## config.mk

```make
export PLATFORM = sky130hd
export DESIGN_NAME = seq_automaton
export DESIGN_NICKNAME = d
export VERILOG_FILES = /design/src/rtl/seq_auto_pkg.sv /design/src/rtl/sa_elem_array.sv /design/src/rtl/sa_lowest_pick.sv /design/src/rtl/seq_automaton.sv
export SDC_FILE = /design/constraint.sdc
export NUM_CORES = 1
export LEC_CHECK = 0
export BUFFER_PORTS_ARGS = -buffer_cell sky130_fd_sc_hd__buf_2
export CAP_MARGIN = 20
export CORE_ASPECT_RATIO = 0.7
export CORE_MARGIN = 2
export CORE_UTILIZATION = 30
export CTS_BUF_LIST = sky130_fd_sc_hd__clkbuf_8
export CTS_CLUSTER_SIZE = 24
export DETAILED_ROUTE_END_ITERATION = 10
export PLACE_DENSITY = 0.45
export SYNTH_ARGS = -nofsm -noshare
export SYNTH_HDL_FRONTEND = slang
export SYNTH_SLANG_ARGS = --single-unit
```

## constraint.sdc

```tcl
create_clock -name clk -period 3.82 [get_ports clk]
set_input_delay 0.382 -clock clk [delete_from_list [all_inputs] [get_ports clk]]
set_output_delay 0.382 -clock clk [all_outputs]
set_load 0.01 [all_outputs]
```

## src/rtl/seq_auto_pkg.sv

```systemverilog
package seq_auto_pkg;

    // Control states of the matcher.
    typedef enum logic [0:0] {
        ST_RUN    = 1'b0,  // accepting symbols and configuration writes
        ST_REPORT = 1'b1   // draining pending reports, input held off
    } run_state_e;

endpackage

```

## src/rtl/sa_elem_array.sv

```systemverilog
// Configuration storage and parallel match evaluation for all elements.
module sa_elem_array #(
    parameter  int NUM_ELEM = 16,
    parameter  int SYM_W    = 8,
    localparam int IDX_W    = $clog2(NUM_ELEM)
) (
    input  logic                clk,
    input  logic                wr_go,
    input  logic [IDX_W-1:0]    addr,
    input  logic [SYM_W-1:0]    wr_value,
    input  logic [NUM_ELEM-1:0] wr_succ,
    input  logic                wr_start,
    input  logic                wr_term,
    output logic [SYM_W-1:0]    rd_value,
    output logic [NUM_ELEM-1:0] rd_succ,
    output logic                rd_start,
    output logic                rd_term,
    input  logic [SYM_W-1:0]    symbol,
    input  logic [NUM_ELEM-1:0] active,
    output logic [NUM_ELEM-1:0] next_active,
    output logic [NUM_ELEM-1:0] term_hits,
    output logic [NUM_ELEM-1:0] term_flags
);

    logic [SYM_W-1:0]    val_q  [NUM_ELEM];
    logic [NUM_ELEM-1:0] succ_q [NUM_ELEM];
    logic [NUM_ELEM-1:0] start_q;
    logic [NUM_ELEM-1:0] term_q;
    logic [NUM_ELEM-1:0] match_vec;

    // Configuration is deliberately not reset: it survives reset and restart.
    always_ff @(posedge clk) begin
        for (int i = 0; i < NUM_ELEM; i++) begin
            if (wr_go && addr == IDX_W'(i)) begin
                val_q[i]   <= wr_value;
                succ_q[i]  <= wr_succ;
                start_q[i] <= wr_start;
                term_q[i]  <= wr_term;
            end
        end
    end

    // One comparator per element, all fed the same symbol.
    generate
        for (genvar g = 0; g < NUM_ELEM; g++) begin : g_cmp
            assign match_vec[g] = (active[g] | start_q[g]) && (val_q[g] == symbol);
        end
    endgenerate

    assign term_hits  = match_vec & term_q;
    assign term_flags = term_q;

    // Successor routing: OR of the masks of every matching element.
    always_comb begin
        next_active = '0;
        for (int i = 0; i < NUM_ELEM; i++) begin
            if (match_vec[i]) next_active = next_active | succ_q[i];
        end
    end

    // Combinational readback of the addressed element.
    always_comb begin
        rd_value = '0;
        rd_succ  = '0;
        rd_start = 1'b0;
        rd_term  = 1'b0;
        for (int i = 0; i < NUM_ELEM; i++) begin
            if (addr == IDX_W'(i)) begin
                rd_value = val_q[i];
                rd_succ  = succ_q[i];
                rd_start = start_q[i];
                rd_term  = term_q[i];
            end
        end
    end

endmodule

```

## src/rtl/sa_lowest_pick.sv

```systemverilog
// Picks the lowest set bit of a mask: its index and a one-hot select.
module sa_lowest_pick #(
    parameter  int NUM_ELEM = 16,
    localparam int IDX_W    = $clog2(NUM_ELEM)
) (
    input  logic [NUM_ELEM-1:0] mask,
    output logic [NUM_ELEM-1:0] sel,
    output logic [IDX_W-1:0]    idx
);

    assign sel = mask & (~mask + NUM_ELEM'(1));

    always_comb begin
        idx = '0;
        for (int i = NUM_ELEM - 1; i >= 0; i--) begin
            if (mask[i]) idx = IDX_W'(i);
        end
    end

endmodule

```

## src/rtl/seq_automaton.sv

```systemverilog
module seq_automaton
    import seq_auto_pkg::*;
#(
    parameter  int NUM_ELEM = 16,
    parameter  int SYM_W    = 8,
    parameter  int OFF_W    = 32,
    localparam int IDX_W    = $clog2(NUM_ELEM)
) (
    input  logic                clk,
    input  logic                rst_n,
    input  logic                restart,
    input  logic                s_valid,
    output logic                s_ready,
    input  logic [SYM_W-1:0]    s_symbol,
    input  logic                cfg_wr_en,
    input  logic [IDX_W-1:0]    cfg_addr,
    input  logic [SYM_W-1:0]    cfg_wr_value,
    input  logic [NUM_ELEM-1:0] cfg_wr_succ,
    input  logic                cfg_wr_start,
    input  logic                cfg_wr_term,
    output logic [SYM_W-1:0]    cfg_rd_value,
    output logic [NUM_ELEM-1:0] cfg_rd_succ,
    output logic                cfg_rd_start,
    output logic                cfg_rd_term,
    output logic                r_valid,
    input  logic                r_ready,
    output logic [IDX_W-1:0]    r_index,
    output logic [OFF_W-1:0]    r_offset
);

    run_state_e          state_q, state_d;
    logic [NUM_ELEM-1:0] active_q, pend_q;
    logic [OFF_W-1:0]    offset_q, rep_off_q;
    logic [NUM_ELEM-1:0] next_active, term_hits, term_flags, pick_sel;
    logic [IDX_W-1:0]    pick_idx;
    logic                sym_take, wr_go, last_pop;

    assign sym_take = s_valid && (state_q == ST_RUN) && !restart;
    assign wr_go    = cfg_wr_en && (state_q == ST_RUN) && !s_valid && !restart;
    assign last_pop = (pend_q & ~pick_sel) == '0;

    sa_elem_array #(.NUM_ELEM(NUM_ELEM), .SYM_W(SYM_W)) u_array (
        .clk        (clk),
        .wr_go      (wr_go),
        .addr       (cfg_addr),
        .wr_value   (cfg_wr_value),
        .wr_succ    (cfg_wr_succ),
        .wr_start   (cfg_wr_start),
        .wr_term    (cfg_wr_term),
        .rd_value   (cfg_rd_value),
        .rd_succ    (cfg_rd_succ),
        .rd_start   (cfg_rd_start),
        .rd_term    (cfg_rd_term),
        .symbol     (s_symbol),
        .active     (active_q),
        .next_active(next_active),
        .term_hits  (term_hits),
        .term_flags (term_flags)
    );

    sa_lowest_pick #(.NUM_ELEM(NUM_ELEM)) u_pick (
        .mask(pend_q),
        .sel (pick_sel),
        .idx (pick_idx)
    );

    // Next-state logic.
    always_comb begin
        state_d = state_q;
        unique case (state_q)
            ST_RUN:    if (sym_take && (term_hits != '0)) state_d = ST_REPORT;
            ST_REPORT: if (r_ready && last_pop)           state_d = ST_RUN;
            default:   state_d = ST_RUN;
        endcase
        if (restart) state_d = ST_RUN;
    end

    // State register.
    always_ff @(posedge clk or negedge rst_n) begin
        if (!rst_n) state_q <= ST_RUN;
        else        state_q <= state_d;
    end

    // Active set, offset counter and pending report mask.
    always_ff @(posedge clk or negedge rst_n) begin
        if (!rst_n) begin
            active_q  <= '0;
            pend_q    <= '0;
            offset_q  <= '0;
            rep_off_q <= '0;
        end else if (restart) begin
            active_q  <= '0;
            pend_q    <= '0;
            offset_q  <= '0;
        end else if (sym_take) begin
            active_q  <= next_active;
            pend_q    <= term_hits;
            rep_off_q <= offset_q;
            offset_q  <= offset_q + OFF_W'(1);
        end else if (state_q == ST_REPORT && r_ready) begin
            pend_q    <= pend_q & ~pick_sel;
        end
    end

    // Outputs.
    always_comb begin
        s_ready  = (state_q == ST_RUN);
        r_valid  = (state_q == ST_REPORT);
        r_index  = pick_idx;
        r_offset = rep_off_q;
    end

    // Assertions.
    a_r8_report_has_pending: assert property (@(posedge clk) disable iff (!rst_n)
        (state_q == ST_REPORT) |-> (pend_q != '0));

    a_r9_run_has_none_pending: assert property (@(posedge clk) disable iff (!rst_n)
        (state_q == ST_RUN) |-> (pend_q == '0));

    a_r7_reporter_is_terminal: assert property (@(posedge clk) disable iff (!rst_n)
        r_valid |-> term_flags[r_index]);

    a_r7_offset_step: assert property (@(posedge clk) disable iff (!rst_n)
        sym_take |=> (offset_q == $past(offset_q) + OFF_W'(1)));

    a_r8_hold_when_stalled: assert property (@(posedge clk) disable iff (!rst_n)
        (r_valid && !r_ready && !restart) |=>
            (r_valid && $stable(r_index) && $stable(r_offset)));

    a_r8_ascending: assert property (@(posedge clk) disable iff (!rst_n)
        (r_valid && r_ready && !restart) |=> (!r_valid || (r_index > $past(r_index))));

    a_r3_cfg_frozen_in_report: assert property (@(posedge clk) disable iff (!rst_n)
        (state_q == ST_REPORT) |=> $stable(term_flags));

    a_r10_restart_clears: assert property (@(posedge clk) disable iff (!rst_n)
        restart |=> (offset_q == '0 && active_q == '0 && !r_valid));

endmodule

```

=== Yosys cells after proc, flatten, opt, wreduce, memory -nomap -nowiden ===
Memories as Yosys holds them, arrays and structs flattened.
Index checks and enable logic that the tools add are counted.
Widths: inputs -> output; s select.

* Add/sub/neg operators: 2
* Multiply operators: 0
* Div/mod/pow operators: 0
* Magnitude comparators: 0
* Equal/unequal tests: 31
* Shift-type cells: 0
* Multiplexer cells: 229
* Bitwise gates (word level): 38
* Reductions and logical operators: 78

{| class="wikitable"
|+ Operators by type and width
! operator !! count
|-
| $mux 16 || 52
|-
| $mux 8 || 31
|-
| $or 16x16->16 || 15
|-
| $reduce_or 16->1 || 15
|-
| $mux 4 || 46
|-
| $eq 8x8->1 || 16
|-
| $reduce_or 8->1 || 15
|-
| $mux 1 || 97
|-
| $mux 32 || 2
|-
| $and 16x16->16 || 3
|-
| $logic_and 1x1->1 || 40
|-
| $add 32x1->32 const B || 1
|-
| $eq 4x4->1 const B || 8
|-
| $not 16->16 || 2
|-
| $add 16x1->16 const B || 1
|-
| $eq 4x3->1 const B || 4
|-
| $logic_not 16->1 || 1
|-
| $or 1x1->1 || 16
|-
| $reduce_bool 16->1 || 1
|-
| $eq 4x2->1 const B || 2
|-
| $eq 4x1->1 const B || 1
|-
| $logic_not 4->1 || 1
|-
| $reduce_bool 3->1 || 1
|-
| $logic_not 1->1 || 2
|-
| 4 further kinds || 5
|}

* Register bits after elaboration: 129
* Bits in latches: 0
* RAM bits: 384
* ROM bits: 0
* Input bits: 44
* Output and inout bits: 64
* Logic and storage cells: 417
* Memories: 2

{| class="wikitable"
|+ Memories
! memory !! depth !! bits a word !! read ports !! clocked after Yosys merged registers in !! write ports !! line !! RTL
|-
| u_array.succ_q || 16 || 16 || 16 || 0 || 1 || sa_elem_array.sv:26 || <nowiki>logic [NUM_ELEM-1:0] succ_q [NUM_ELEM];</nowiki>
|-
| u_array.val_q || 16 || 8 || 16 || 0 || 1 || sa_elem_array.sv:25 || <nowiki>logic [SYM_W-1:0] val_q [NUM_ELEM];</nowiki>
|}

=== Longest topological paths before layout ===
Gate-level depths: netlist (run 1).

* Depth in word-level cells: 35
* Mapped depth: 10

=== By module ===
A second synthesis (run 1) with hierarchy kept.

* Cell total of the unflattened synthesis: 1949
* Area, all modules: 24652.4 sq um

{| class="wikitable"
|+ By module, submodules not included
! module !! times used !! cells each !! area each (sq um) !! sequential area each (sq um)
|-
| sa_elem_array || 1 || 1450 || 19870.3 || 12492.0
|-
| seq_automaton || 1 || 445 || 4450.5 || 2427.3
|-
| sa_lowest_pick || 1 || 54 || 331.6 || 0.0
|}

=== Worst setup path before layout (run 1) ===
Ideal clock, no wire load.

* Path kind: input to register
* Start: input port cfg_addr[0]
* End: register u_array.start_q[6], enable pin
* Data arrival time: 3.170 ns
* Data required time: 3.378 ns
* Slack: 0.208 ns
* Stages: 7
* Path buffers: 6
* Path through: buf_6 > buf_6 > buf_4 > buf_4 > buf_2 > buf_2 > nor3_1

* Longest elaborated chain between the ends: 2

{| class="wikitable"
|+ Ends and longest elaborated chain
! what !! line !! RTL
|-
| from (decl) || seq_automaton.sv:16 || <nowiki>input logic [IDX_W-1:0] cfg_addr,</nowiki>
|-
| $eq 4x3->1 || sa_elem_array.sv:34 || <nowiki>if (wr_go && addr == IDX_W'(i)) begin</nowiki>
|-
| $logic_and 1x1->1 || sa_elem_array.sv:34 ||
|-
| to (signal, indexed assignment) || sa_elem_array.sv:37 || <nowiki>start_q[i] <= wr_start;</nowiki>
|-
| to (decl) || sa_elem_array.sv:27 || <nowiki>logic [NUM_ELEM-1:0] start_q;</nowiki>
|}

No other way between the ends.
A chain may end at the register's enable or synchronous reset.

=== Worst setup path after layout (run 1) ===
* Start: input port cfg_addr[3]
* End: output port cfg_rd_succ[1]

* Longest elaborated chain between the ends: 17
* Elaborated cells on any way between the ends: 32
* Classes of those cells: eq/ne (15); mux (16); reduce/logical (1)

{| class="wikitable"
|+ Ends and longest elaborated chain
! what !! line !! RTL
|-
| $logic_not 4->1 || sa_elem_array.sv:68 || <nowiki>if (addr == IDX_W'(i)) begin</nowiki>
|-
| $mux 16 (15 in a row) || sa_elem_array.sv:68 ||
|-
| $mux 16 (*) || sa_elem_array.sv:68 ||
|-
| to (decl) || seq_automaton.sv:22 || <nowiki>output logic [NUM_ELEM-1:0] cfg_rd_succ,</nowiki>
|}

Every way passes the cells marked *; elsewhere a longest branch is shown, timed or not.

==> results of run 1 <==
-- kinds of logic after synthesis --
family | count (synthesis)
XOR/XNOR | 160
AND/OR/NAND/NOR | 382
flip-flops | 513
adder cells (fa/ha/maj) | 4
buffers and inverters | 119
multiplexers | 88
AO/OA/AOI/OAI | 474
-- worst min path at each step --
stage / start / slack (ns) / endpoint
2_1_floorplan: rst_n / 0.09 / active_q[0]$_DFFE_PN0P_
3_3_place_gp: r_offset[13]$_DFFE_PN0P_ / 0.49 / r_offset[13]$_DFFE_PN0P_
3_5_place_dp: r_offset[16]$_DFFE_PN0P_ / 0.49 / r_offset[16]$_DFFE_PN0P_
4_1_cts: cfg_wr_succ[4] / 0.02 / u_array.succ_q[0][20]$_DFFE_PP_
5_1_grt: cfg_wr_succ[7] / 0.03 / u_array.succ_q[0][71]$_DFFE_PP_
6_report: cfg_wr_succ[4] / 0.07 / u_array.succ_q[0][100]$_DFFE_PP_
-- critical path, stage by stage --
cell and delay, ns:
buf_2 0.48, nand2b_1 0.32, nor2_2 0.70, buf_4 0.31, a21oi_1 0.11, o21ai_0 0.08
a221oi_1 0.08, nor4_2 0.52, buf_4 0.21, buf_2 0.13
-- layout make-up --
cell class | count | area (um2) | share of cell area
multi-input combinational | 1108 | 8370 | 0.300
timing repair buffer | 217 | 1600 | 0.0572
antenna | 2 | 5.00 | 0.000179
clock buffer | 96 | 1320 | 0.0473
tap | 1056 | 1320 | 0.0473
inverter | 13 | 48.8 | 0.00175
clock inverter | 63 | 332 | 0.0119
sequential | 513 | 14900 | 0.535
-- power breakdown --
part	internal (mW)	switching, mW
clock network	2.45	2.41
registers	6.08	0.0323
logic	0.284	0.597
total	8.82	3.04
-- routing by layer --
metal  part of all wire  GRT usage  up-vias
li1                   -          -     7280
met1               0.45      0.344     9080
met2               0.40      0.310     1196
met3               0.13     0.0743      174
met4              0.024     0.0627        2
met5            0.00014          0        -
-- state kept, by name, indices dropped and copies added, names as in the netlist --
name	flops
u_array.succ_q	256
u_array.val_q	128
offset_q	32
r_offset	32
active_q	16
pend_q	16
u_array.start_q	16
u_array.term_flags	16
r_valid	1
-- timing repair --
item                       CTS  global route
hold buffers                 4             0
resized for setup            1             0
hold endpoints to repair   115             0
setup endpoints to repair    1             0
-- metrics by stage --
step / hold WS (ns) / setup WS (ns)
floorplan: 0.0864 / 0.208
global placement: 0.489 / -0.0504
detailed placement: 0.490 / -0.0357
CTS: 0.0155 / 0.283
global route: 0.0335 / 0.0247
finish: 0.0679 / 0.102
-- cell usage in the layout (no fill, tap or decap), types with 16 or more instances in the layout --
cell type  synthesis  layout
nor2_1           117     101
a22o_1            43      43
buf_2             23     104
o22ai_1           35      35
nand2b_1          20      20
xnor2_1          136     136
clkbuf_8           0      96
buf_12             0      17
mux2_2            41      41
o21ai_0           53      53
buf_4             24      91
a221oi_1          30      30
nand4_1           28      28
inv_1             12      44
nand3_1           59      59
xor2_1            24      24
a22oi_1           78      78
edfxtp_1         416     416
nor3_4            13      16
dfrtp_1           97      97
a21oi_1           95      95
mux4_2            34      34
nand2_1           58      58
o221ai_1          19      19
a31oi_1           25      25
and3_1            19      19
==> reports/metrics.cfg, run 1 <==
[status]
outcome=completed

[clocking]
insertion_delay_ns=0.72
postCtsSetupRepairBufs=0
clock_path_buffers=3
cts-root-buf=clkbuf_8
path_clk_slew_ns=0.06
cts_tree=yes
cts_num_sinks=513
htree_levels=3
numCtsBuffers=89

[synthesis]
synth.distinct_cells=73
yosysTopAreaCell=edfxtp_1
synthMuxAreaShare=0.0570
synth_compound_gate_area_share=0.138
synth_fa_ha_area_frac=0.00184
synth_fp_nets=1785
synth_area_per_cell_um2=13.7
synth_simple_gate_area_frac=0.0890
ys_async_sr_fraction=0.189
synth_top_family_by_area=compound AO/OA/AOI/OAI gates
synth_edf_count=416
synth_top_area_frac=0.524
synth_ff_type=edfxtp_1
yosys_warnings=0
yosysSeqAreaShare=0.626
synthXorXnorAreaFrac=0.0588
syn_inst=1740
ys_ff_latch=513
synth_top_cells_by_count=edfxtp_1, xnor2_1, nor2_1
synthTopCellsByArea=edfxtp_1, dfrtp_1, xnor2_1
yosysMostFrequentCell=edfxtp_1
syn_area_um2=23800

[setup_path]
rr_endpoint=active_q[8]$_DFFE_PN0P_
ff2ff_setup_slack_ns=0.95
cp.required_ns=3.44
cp_max_fo=18
startpoint_type=input pin
r2r-start=u_array.val_q[0][18]$_DFFE_PP_
path_class=in2out
crit_arrival_ns=3.34
startpoint=cfg_addr[3]
endpoint=cfg_rd_succ[1]
reg2reg_depth=9
worstSetupEndpointType=output port

[finish]
drive_gt1_frac=0.234
instances_no_fill=3068
layout.nets=1987
fin_util=0.355
n_fill_cell=7625
final_area_um2=27900
syn2layout_area_growth_pct=17.2

[floorplan]
die_h_um=240
core_um2=78700
initial_utilization=0.303
dieArea_um2=81700
die_x_um=341
io_pins=108
rows=86

[route]
wl_per_cell_um=30.9
via_count=17732
vias_per_cell=5.78
drcViolationCount=0
ant_nets=0
drt_iter0_drc=2656
routed_wl_mm=94.8
first_pass_iters=8

[sta]
clock.fmax_ghz=0.269
min_period_over_period=0.973
hold_viol=0
drv_slew=0
clock_skew_ns=0.0437
slew_headroom=0.363
finalSetupViolations=0
fin_tns_setup_ns=0
worst_pin_slew_ns=0.952
post-route-min-period_ns=3.72
grt_setup_unrepaired=false

[placed_design]
dp_cells=2903
gp_congestion=0.917
place_area_um2=26200
numPortBuffers=107
hpwl_mm=63.3

[global_routing]
gr-usage-all-layers=0.229
grt_pass1_wl_mm=133
overflow=0
grt_pass1_vias=17328
grt_max_degree=98
antenna_found_initial=6

[power]
power_density_nw_per_um2=425
p_leak_nw=9.72
fin_total_pwr_mw=11.9
vdd_drop_max_mv=0.211

[worst_hold_path]
min_path_type=in2reg
min_delay_path_depth=1

[run]
maxCapViolations=0

Note: power is estimated with default switching activity, not from simulation.
==> run 2, diff against run 1 <==
- ABC_AREA: unset -> 1
- PLACE_DENSITY: 0.45 -> unset
- PLACE_DENSITY_LB_ADDON: unset -> 0.05
- SETUP_SLACK_MARGIN: unset -> 0.15
==> run 2 against run 1 <==
  * Count of clock-buffer cells in the layout increased by 6
  * Setup slack better by 0.40 ns
  * Global-route usage up 3.4 points
  * Sequential cell count is the same
  * Sequential share of layout area decreased by 2.2 points
  * Total power rose by 2.0%
  * Critical endpoint is now cfg_rd_succ[8]
  * Largest cell class unchanged
  * Highest routed layer unchanged
==> reports/metrics.cfg, run 2 <==
[status]
outcome=completed  ; unchanged

[sta]
grt_setup_unrepaired=false  ; unchanged
clock.fmax_ghz=0.302  ; was 0.269 GHz
whs_ns=0.0490  ; was 0.0679 ns
post-route-min-period_ns=3.31  ; was 3.72 ns
hold_viol=0  ; unchanged
finalSetupViolations=0  ; unchanged
worst_pin_slew_ns=0.984  ; was 0.952 ns
drv_slew=0  ; unchanged
slew_headroom=0.344  ; was 0.363
clock_skew_ns=0.0412  ; was 0.0437 ns
min_period_over_period=0.868  ; was 0.973

[finish]
final_cell_mix=nand2_1, edfxtp_1, nor2_1, nand3_1, inv_1  ; was edfxtp_1, xnor2_1, buf_2, nor2_1, dfrtp_1
largest_register_ffs=256  ; unchanged
drive_gt1_frac=0.157  ; was 0.234
instances_no_fill=4002  ; was 3,068
largest_registers=u_array.succ_q x256, u_array.val_q x128  ; unchanged
layout.nets=2889  ; was 1,987
regMostFlops=u_array.succ_q  ; unchanged
syn2layout_area_growth_pct=17.4  ; was 17.2%
final_area_um2=29100  ; was 27,900 um2
layout_commonest_cell=nand2_1  ; was edfxtp_1

[global_routing]
gr-usage-all-layers=0.262  ; was 0.229
grt_busiest_layer=met1  ; unchanged
overflow=0  ; unchanged
antenna_found_initial=8  ; was 6
grt_pass1_vias=20107  ; was 17,328
gr-usage-met3=0.0589  ; was 0.0743
use_met1=0.412  ; was 0.344
use_met2=0.355  ; was 0.310
grt_pass1_wl_mm=156  ; was 133 mm
grt_max_degree=52  ; was 98

[clocking]
hold_buffers=2  ; was 4
htree_levels=3  ; unchanged
numCtsBuffers=90  ; was 89
cts_num_sinks=513  ; unchanged
cts_tree=yes  ; unchanged
clock_path_buffers=3  ; unchanged
insertion_delay_ns=0.74  ; was 0.72 ns
cts_resized=0  ; was 1
cts-root-buf=clkbuf_8  ; unchanged
path_clk_slew_ns=0.06  ; about the same
postCtsSetupRepairBufs=0  ; unchanged

[placed_design]
hpwl_mm=76.1  ; was 63.3 mm
numPortBuffers=107  ; unchanged
dp_cells=3830  ; was 2,903
gp_congestion=0.904  ; was 0.917
place_area_um2=27300  ; was 26,200 um2

[floorplan]
die_h_um=244  ; was 240 um
core_um2=82100  ; was 78,700 um2
rows=88  ; was 86
die_x_um=347  ; was 341 um
io_pins=108  ; unchanged
dieArea_um2=84900  ; was 81,700 um2
initial_utilization=0.302  ; was 0.303

[worst_hold_path]
min_path_type=in2reg  ; unchanged

[setup_path]
cp_max_fo=12  ; was 18
startpoint=cfg_addr[0]  ; was cfg_addr[3]
worst_path_most_repeated_cell=nand2_1
crit_slowest_cell=nor2_2  ; unchanged
r2r-start=r_valid$_DFF_PN0_  ; was u_array.val_q[0][18]$_DFFE_PP_
slowest_delay_ns=0.84  ; was 0.70 ns
cp.required_ns=3.44  ; about the same
path_cells=buf_2, inv_1, nand2_1, nor2_2, buf_4, a21oi_1, nand4_1, nand2_1, nand4_1, nand2_1, nand3_1, nand2_1, nand2_1, buf_2  ; was buf_2, nand2b_1, nor2_2, buf_4, a21oi_1, o21ai_0, a221oi_1, nor4_2, buf_4, buf_2
crit_arrival_ns=2.93  ; was 3.34 ns
ff2ff_setup_slack_ns=0.89  ; was 0.95 ns
path_class=in2out  ; unchanged
startpoint_type=input pin  ; unchanged
reg2reg_depth=7  ; was 9
rr_endpoint=offset_q[13]$_DFFE_PN0P_  ; was active_q[8]$_DFFE_PN0P_
endpoint=cfg_rd_succ[8]  ; was cfg_rd_succ[1]
worstSetupEndpointType=output port  ; unchanged

[route]
vias_per_cell=5.27  ; was 5.78
drt_iter0_drc=2661  ; was 2,656
wl_per_cell_um=28.1  ; was 30.9 um
routed_wl_mm=113  ; was 94.8 mm
via_count=21076  ; was 17,732
ant_nets=0  ; unchanged
drcViolationCount=0  ; unchanged
first_pass_iters=5  ; was 8

[synthesis]
syn_area_um2=24800  ; was 23,800 um2
yosysTopAreaCell=edfxtp_1  ; unchanged
synth_fp_nets=2672  ; was 1,785
yosysMostFrequentCell=nand2_1  ; was edfxtp_1
synth_area_per_cell_um2=9.43  ; was 13.7 um2
synth_top_area_frac=0.504  ; was 0.524
yosysSeqAreaShare=0.602  ; was 0.626
yosys_warnings=0  ; unchanged
synth.distinct_cells=49  ; was 73
syn_inst=2627  ; was 1,740
synthTopCellsByArea=edfxtp_1, nand2_1, dfrtp_1  ; was edfxtp_1, dfrtp_1, xnor2_1
ys_async_sr_fraction=0.189  ; unchanged
ys_ff_latch=513  ; unchanged
synth_edf_count=416  ; unchanged
synth_top_cells_by_count=nand2_1, edfxtp_1, nor2_1  ; was edfxtp_1, xnor2_1, nor2_1
synth_ff_type=edfxtp_1  ; unchanged

[power]
power_density_nw_per_um2=416  ; was 425 nW/um2
vdd_drop_max_mv=0.220  ; was 0.211 mV
fin_total_pwr_mw=12.1  ; was 11.9 mW
p_leak_nw=11.7  ; was 9.72 nW

[run]
maxCapViolations=0  ; unchanged

[run 2: cell types whose count changed after synthesis, moves of 78 or more]
cell	change
inv_1	+179
nor2_1	+147
a22oi_1	-78
nand3_1	+170
xnor2_1	-101
nand4_1	+88
nand2_1	+703
[run 2: routing by layer]
layer | wire length [um] | part of all wire | vias to the layer above
met4 | 2700 | 0.024 | 4
met3 | 10500 | 0.093 | 176
met1 | 55200 | 0.49 | 10472
met2 | 44200 | 0.39 | 1084
met5 | 22 | 0.00020 | -
li1 | - | - | 9340
[run 2: logic make-up after synthesis]
group	count (synthesis)	synth area share
compound gates	215	0.0466
xor+xnor	80	0.0283
fa+ha+maj	1	0.000505
buf+inv	301	0.0521
flops	513	0.602
simple gates	1517	0.270
[run 2: area by class of cell]
| class | instances | area [um2] |
|---|---|---|
| clock inverter | 66 | 318 |
| fill | 8421 | 53100 |
| tap | 1080 | 1350 |
| inverter | 204 | 767 |
| sequential | 513 | 14900 |
| clock buffer | 102 | 1400 |
| antenna | 2 | 5.00 |
| timing repair buffer | 222 | 1580 |
| multi-input combinational | 1813 | 8740 |
[run 2: power by group]
part | internal, mW | leakage (nW) | switching, mW
registers | 6.09 | 5.09 | 0.0255
logic | 0.247 | 5.64 | 0.710
clock network | 2.52 | 0.990 | 2.51
[run 2: metrics by stage]
step	setup WS, ns	TNS (ns)	util
2_1_floorplan	-0.0959	-4.99	-
6_report	0.506	0	0.354
4_1_cts	0.620	0	0.354
5_1_grt	0.396	0	0.354
3_3_place_gp	0.597	0	0.332
3_5_place_dp	0.609	0	0.333
[run 2: critical path, delay by kind of cell]
family	cells	cell delay [ns]
buffers and inverters	4	0.89
AOI/OAI and AO/OA	1	0.11
and+or+nand+nor	9	1.55
[run 2: worst min path at each step]
stage                        start                         endpoint  depth (start not counted)
floorplan                    rst_n          active_q[0]$_DFFE_PN0P_                          0
global placement             rst_n         r_offset[10]$_DFFE_PN0P_                          1
detailed placement           rst_n         r_offset[12]$_DFFE_PN0P_                          1
CTS                 cfg_wr_succ[0]   u_array.succ_q[1][0]$_DFFE_PP_                          1
global route        cfg_wr_succ[7]  u_array.succ_q[1][87]$_DFFE_PP_                          1
finish              cfg_wr_succ[7]  u_array.succ_q[1][55]$_DFFE_PP_                          1
